<file path="src/rtl/prog_timer_pkg.sv">
package prog_timer_pkg;

   typedef enum logic [1:0] {
      SEL_DIV = 2'd0,
      SEL_CNT = 2'd1,
      SEL_MOD = 2'd2,
      SEL_CTL = 2'd3
   } tmr_reg_e;

   localparam int CTL_W = 3;

   typedef struct packed {
      logic       run;
      logic [1:0] rate;
   } tmr_ctl_t;

endpackage

</file>
<file path="src/rtl/tmr_prescaler.sv">
module tmr_prescaler #(
   parameter int PRESC_W = 16
) (
   input  logic               clk,
   input  logic               rst_n,
   input  logic               clr_i,
   output logic [PRESC_W-1:0] value_o
);

   if (PRESC_W < 2) begin : g_bad_w
      $error("tmr_prescaler: PRESC_W must be at least 2");
   end

   always_ff @(posedge clk or negedge rst_n) begin
      if (!rst_n)     value_o <= '0;
      else if (clr_i) value_o <= '0;
      else            value_o <= value_o + 1'b1;
   end

   AST_DIV_CLEARED: assert property (@(posedge clk) disable iff (!rst_n)
      clr_i |=> value_o == '0);

   AST_DIV_ADVANCES: assert property (@(posedge clk) disable iff (!rst_n)
      !clr_i |=> value_o == PRESC_W'($past(value_o) + 1'b1));

endmodule

</file>
<file path="src/rtl/tmr_tick_gen.sv">
module tmr_tick_gen #(
   parameter int PRESC_W = 16,
   parameter int TAP_00  = 9,
   parameter int TAP_01  = 3,
   parameter int TAP_10  = 5,
   parameter int TAP_11  = 7
) (
   input  logic               clk,
   input  logic               rst_n,
   input  logic [PRESC_W-1:0] presc_i,
   input  logic               run_i,
   input  logic [1:0]         rate_i,
   output logic               tick_o
);

   localparam int N_RATES = 4;

   logic [N_RATES-1:0] tap_bits;
   logic               src;
   logic               src_q;

   for (genvar g = 0; g < N_RATES; g++) begin : g_tap
      localparam int TP = (g == 0) ? TAP_00 :
                          (g == 1) ? TAP_01 :
                          (g == 2) ? TAP_10 : TAP_11;
      if (TP < 0 || TP >= PRESC_W) begin : g_bad_tap
         $error("tmr_tick_gen: tap index outside the prescaler");
      end
      assign tap_bits[g] = presc_i[TP];
   end

   assign src    = tap_bits[rate_i] & run_i;
   assign tick_o = src_q & ~src;

   always_ff @(posedge clk or negedge rst_n) begin
      if (!rst_n) src_q <= 1'b0;
      else        src_q <= src;
   end

   AST_TICK_ISOLATED: assert property (@(posedge clk) disable iff (!rst_n)
      tick_o |=> !tick_o);

endmodule

</file>
<file path="src/rtl/tmr_count_unit.sv">
module tmr_count_unit #(
   parameter int DATA_W = 8
) (
   input  logic              clk,
   input  logic              rst_n,
   input  logic              tick_i,
   input  logic              wr_cnt_i,
   input  logic              wr_mod_i,
   input  logic [DATA_W-1:0] wdata_i,
   output logic [DATA_W-1:0] cnt_o,
   output logic [DATA_W-1:0] mod_o,
   output logic              irq_o
);

   if (DATA_W < 2) begin : g_bad_w
      $error("tmr_count_unit: DATA_W must be at least 2");
   end

   logic at_top;
   logic wrap;

   assign at_top = (cnt_o == {DATA_W{1'b1}});
   assign wrap   = tick_i & ~wr_cnt_i & at_top;

   always_ff @(posedge clk or negedge rst_n) begin
      if (!rst_n) begin
         cnt_o <= '0;
         irq_o <= 1'b0;
      end else begin
         irq_o <= wrap;
         if (wr_cnt_i)    cnt_o <= wdata_i;
         else if (wrap)   cnt_o <= mod_o;
         else if (tick_i) cnt_o <= cnt_o + 1'b1;
      end
   end

   always_ff @(posedge clk or negedge rst_n) begin
      if (!rst_n)        mod_o <= '0;
      else if (wr_mod_i) mod_o <= wdata_i;
   end

   AST_RELOAD_FROM_MOD: assert property (@(posedge clk) disable iff (!rst_n)
      irq_o |-> cnt_o == $past(mod_o));

   AST_IRQ_SINGLE: assert property (@(posedge clk) disable iff (!rst_n)
      irq_o |=> !irq_o);

   AST_WRITE_WINS: assert property (@(posedge clk) disable iff (!rst_n)
      wr_cnt_i |=> (cnt_o == $past(wdata_i)) && !irq_o);

   AST_HOLD_NO_TICK: assert property (@(posedge clk) disable iff (!rst_n)
      (!tick_i && !wr_cnt_i) |=> $stable(cnt_o));

   AST_STEP_BY_ONE: assert property (@(posedge clk) disable iff (!rst_n)
      (tick_i && !wr_cnt_i && !at_top) |=> cnt_o == DATA_W'($past(cnt_o) + 1'b1));

endmodule

</file>
<file path="src/rtl/prog_timer.sv">
module prog_timer
   import prog_timer_pkg::*;
#(
   parameter int DATA_W  = 8,
   parameter int PRESC_W = 16,
   parameter int TAP_00  = 9,
   parameter int TAP_01  = 3,
   parameter int TAP_10  = 5,
   parameter int TAP_11  = 7
) (
   input  logic              clk,
   input  logic              rst_n,
   input  logic [1:0]        bus_addr,
   input  logic              bus_wr,
   input  logic [DATA_W-1:0] bus_wdata,
   output logic [DATA_W-1:0] bus_rdata,
   output logic              irq_o
);

   localparam int DIV_LO = PRESC_W - DATA_W;

   if (DATA_W < CTL_W) begin : g_bad_data
      $error("prog_timer: DATA_W too small for the control field");
   end
   if (PRESC_W < DATA_W) begin : g_bad_presc
      $error("prog_timer: PRESC_W must not be narrower than DATA_W");
   end

   tmr_reg_e          sel;
   logic              wr_div, wr_cnt, wr_mod, wr_ctl;
   tmr_ctl_t          ctl_q;
   logic [PRESC_W-1:0] presc;
   logic              tick;
   logic [DATA_W-1:0] cnt, modv;

   assign sel    = tmr_reg_e'(bus_addr);
   assign wr_div = bus_wr && (sel == SEL_DIV);
   assign wr_cnt = bus_wr && (sel == SEL_CNT);
   assign wr_mod = bus_wr && (sel == SEL_MOD);
   assign wr_ctl = bus_wr && (sel == SEL_CTL);

   always_ff @(posedge clk or negedge rst_n) begin
      if (!rst_n)      ctl_q <= '0;
      else if (wr_ctl) ctl_q <= tmr_ctl_t'(bus_wdata[CTL_W-1:0]);
   end

   tmr_prescaler #(.PRESC_W(PRESC_W)) u_presc (
      .clk     (clk),
      .rst_n   (rst_n),
      .clr_i   (wr_div),
      .value_o (presc)
   );

   tmr_tick_gen #(
      .PRESC_W (PRESC_W),
      .TAP_00  (TAP_00),
      .TAP_01  (TAP_01),
      .TAP_10  (TAP_10),
      .TAP_11  (TAP_11)
   ) u_tick (
      .clk     (clk),
      .rst_n   (rst_n),
      .presc_i (presc),
      .run_i   (ctl_q.run),
      .rate_i  (ctl_q.rate),
      .tick_o  (tick)
   );

   tmr_count_unit #(.DATA_W(DATA_W)) u_count (
      .clk      (clk),
      .rst_n    (rst_n),
      .tick_i   (tick),
      .wr_cnt_i (wr_cnt),
      .wr_mod_i (wr_mod),
      .wdata_i  (bus_wdata),
      .cnt_o    (cnt),
      .mod_o    (modv),
      .irq_o    (irq_o)
   );

   always_comb begin
      unique case (sel)
         SEL_DIV: bus_rdata = presc[PRESC_W-1:DIV_LO];
         SEL_CNT: bus_rdata = cnt;
         SEL_MOD: bus_rdata = modv;
         SEL_CTL: bus_rdata = {{(DATA_W-CTL_W){1'b0}}, ctl_q};
         default: bus_rdata = '0;
      endcase
   end

   AST_CTL_UPPER_ZERO: assert property (@(posedge clk) disable iff (!rst_n)
      (sel == SEL_CTL) |-> bus_rdata[DATA_W-1:CTL_W] == '0);

   AST_IRQ_AFTER_RESET: assert property (@(posedge clk) disable iff (!rst_n)
      $rose(rst_n) |-> !irq_o);

endmodule

</file>
<file path="config.mk">
export PLATFORM = sky130hd
export DESIGN_NAME = prog_timer
export DESIGN_NICKNAME = d
export VERILOG_FILES = /design/src/rtl/prog_timer_pkg.sv /design/src/rtl/tmr_prescaler.sv /design/src/rtl/tmr_tick_gen.sv /design/src/rtl/tmr_count_unit.sv /design/src/rtl/prog_timer.sv
export SDC_FILE = /design/constraint.sdc
export NUM_CORES = 1
export LEC_CHECK = 0
export ABC_AREA = 1
export BUFFER_PORTS_ARGS = -buffer_cell sky130_fd_sc_hd__buf_2
export CAP_MARGIN = 0
export CORE_MARGIN = 10
export CORE_UTILIZATION = 25
export CTS_CLUSTER_DIAMETER = 100
export DETAILED_ROUTE_END_ITERATION = 8
export PLACE_DENSITY = 0.4
export SLEW_MARGIN = 30
export SYNTH_ARGS = -nofsm -noshare
export SYNTH_HDL_FRONTEND = slang
export SYNTH_HIERARCHICAL = 1
export SYNTH_SLANG_ARGS = --single-unit
export TNS_END_PERCENT = 20
</file>
<file path="constraint.sdc">
create_clock -name clk -period 1.65 [get_ports clk]
set_input_delay 0.0825 -clock clk [delete_from_list [all_inputs] [get_ports clk]]
set_output_delay 0.0825 -clock clk [all_outputs]
set_load 0.01 [all_outputs]
</file>
==> metrics.txt <==
vias 2067; Tcrit/Tclk final 98.88%; total global-route track usage 10.17%; required time worst endpoint 1.88 ns; Synth Flop Type dfrtp_1; Mapped Avg Cell Area 7.378 um2; post-synthesis cell count 311; status finished, final reports clean; Layout Cells excl Fill 462; Worst-Margin Slew 0.5758 ns; ys async rst share 100.0%; multi-input logic area 1194 um2; Max-Cap Viols 0; Finished Cell Area 2755 um2; num rows 34; H-tree Lvls 2; pin count of the biggest net entering global routing 38; Vias per Instance 4.474; DRC Markers 0; core area 8848 um2; worst-path fanout max 7; CTS Buf Count 5; Worst slew margin 61.32%; post-synth top area cell dfrtp_1; die area 13410 um2; worst-case vdd ir drop 0.0003911 V; average wire per standard cell 13.94 um; Diodes inserted 0; layout cells sized above 1 23.73%; Crit Path Category flip-flop to flip-flop; clock sinks 37; total gr overflow 0; Pins Over Slew Limit 0; root buf cell clkbuf_8; clk_skew 0.001696 ns; worst hold path class input pin to flip-flop; DRT iter0 DRCs 82; number of global-route vias before repair 2116; Die H 115.8 um; initial antenna violation count 0; overall routed net length 6.438 mm; area grow syn2layout 20.07%; CTS clk-pin slew, worst paths 0.07 ns; global-route wire length before repair 10.81 mm; Synth area leaders dfrtp_1 40%, nand2_1 15%, nand3_1 7.6%, inv_1 6.9%, nor2_1 4.6%; DP Area 2595 um2; Pre-Repair DR Iteration Count 4; fill count 997; Initial Util 25.93%; # nets final 370; Final Critical Period 1.632 ns; Net Count, Synth 326; Seq/Total Area, Yosys 40.35%; CP endpoint kind flip-flop; Lkg Pwr 1.411 nW; Fin Setup TNS 0 ns; most frequent cell after synthesis nand2_1; IO Pins 22; YS warnings 6; startpoint types flip-flop; Power Dens Cells 1028 nW/um2; width of the die 115.8 um; worst skew pair latency 0.28 ns; final setup fails 0; Netlist cell types 30; Synth top cells by count 92 x nand2_1, 42 x inv_1, 37 x dfrtp_1; gpl congestion 0.8019; Max Freq 612.9 MHz; Sequential Area 925.9 um2; unrepaired setup endpoints after global routing yes; Yosys top cell area share 40.35%; DP HPWL 4.768 mm; CTS tree built; Post-synth EDFFs 0; port buffer count 21; Final Hold Vio Count 0; Syn Std Cell Area 2295 um2; Final ANT Viol Nets 0; Cells after DPL 449; Arrival @ worst endpoint 1.86 ns; Longest Clk Path Bufs 2; post-synthesis register bit count 37
[power by group]
group / total (mW) / switching, mW / internal [mW]
clock network: 0.600 / 0.321 / 0.278
registers: 1.34 / 0.235 / 1.10
logic: 0.898 / 0.527 / 0.371
[what timing repair did]
item                                   4_1_cts  5_1_grt
hold buffers                                 1        0
gates cloned                                 0        1
buffers inserted                             0        5
resized for setup                            0        8
pin swaps                                    1        5
endpoints found under the hold margin       37        0
setup endpoints to repair                    6        9
[critical path, cell delays in order (launching register included)]
cell and delay [ns]:
dfrtp_1 0.41, inv_2 0.07, nand2_1 0.06, nand3_2 0.09
nand2_2 0.07, a21oi_4 0.20, nand3_4 0.12, nor2_4 0.23
nand2_4 0.11, nand3_1 0.11, nand2_1 0.06, nand2_1 0.05
[flip-flops by register name (all words and copies together), names as in the netlist]
signal	cells
u_tick/src_q	1
u_count/mod_o	8
u_count/cnt_o	8
ctl_q	3
u_count/irq_o	1
u_presc/value_o	16
[layout make-up]
type / count / area share [%]
well taps: 108 / 4.905
clock inverters: 1 / 0.1817
clock buffers: 5 / 2.498
inverters: 47 / 6.403
multi-input cells: 224 / 43.32
repair buffers: 40 / 9.083
flip-flops and latches: 37 / 33.61
[layer usage]
| metal | GRT usage [%] | share of wire (%) |
|---|---|---|
| met1 | 13.86 | 50 |
| met2 | 15.51 | 43 |
| met3 | 2.532 | 5.7 |
| met4 | 3.003 | 1.1 |
| met5 | 0 | 0 |
[stage by stage]
stage	total power [mW]	hold slack (ns)	worst slack (ns)	utilization, %
finish	2.833	0.02035	0.01844	31.14
global route	3.071	0.03169	-0.1033	31.14
global placement	2.191	0.1885	0.02542	29.33
CTS	2.817	0.01421	-0.02330	30.27
floorplan	1.862	-0.2131	0.1641	-
detailed placement	2.190	0.1820	-0.006299	29.33
[kinds of logic (layout without fill, tap and decap cells)]
family | after synthesis | after routing | synth area share, %
and+or+nand+nor | 183 | 184 | 37.79
buffers and inverters | 51 | 93 | 9.324
DFF | 37 | 37 | 40.35
AOI/OAI and AO/OA | 32 | 32 | 8.942
xor gates and xnor gates | 4 | 4 | 1.527
adders and majority gates | 2 | 2 | 1.090
muxes | 2 | 2 | 0.9814
[worst paths after layout]
path                                              start                             to  slack, ns  cells past startpoint
max in group asynchronous                         rst_n   u_count/cnt_o[0]$_DFFE_PN0P_       0.92                      3
setup reg to reg                   ctl_q[0]$_DFFE_PN0P_   u_count/cnt_o[7]$_DFFE_PN0P_       0.02                     11
min in group asynchronous                         rst_n  u_presc/value_o[13]$_DFF_PN0_       0.38                      3
setup / recovery                   ctl_q[0]$_DFFE_PN0P_   u_count/cnt_o[7]$_DFFE_PN0P_       0.02                     11
hold reg to reg            u_presc/value_o[0]$_DFF_PN0_   u_presc/value_o[0]$_DFF_PN0_       0.50                      1
hold / removal                             bus_wdata[4]   u_count/mod_o[4]$_DFFE_PN0P_       0.02                      3
[placed cells by master, fill, tap and decap left out, types with 2 or more instances in the layout]
cell / count
o21ai_1: 3
nand3_1: 33
xor2_1: 3
a22oi_1: 8
o21ai_0: 12
a21oi_1: 3
inv_1: 41
ha_1: 2
nand3_4: 2
mux2_2: 2
nand3_2: 5
dfrtp_1: 37
nor2_2: 6
nor2_1: 27
nand2_1: 90
buf_2: 21
buf_4: 18
clkbuf_8: 5
nor2_4: 5
inv_2: 6
nand4_1: 4
o21bai_1: 2
nand2_2: 7
nor3_1: 3
Note: power is estimated with default switching activity, not from simulation.
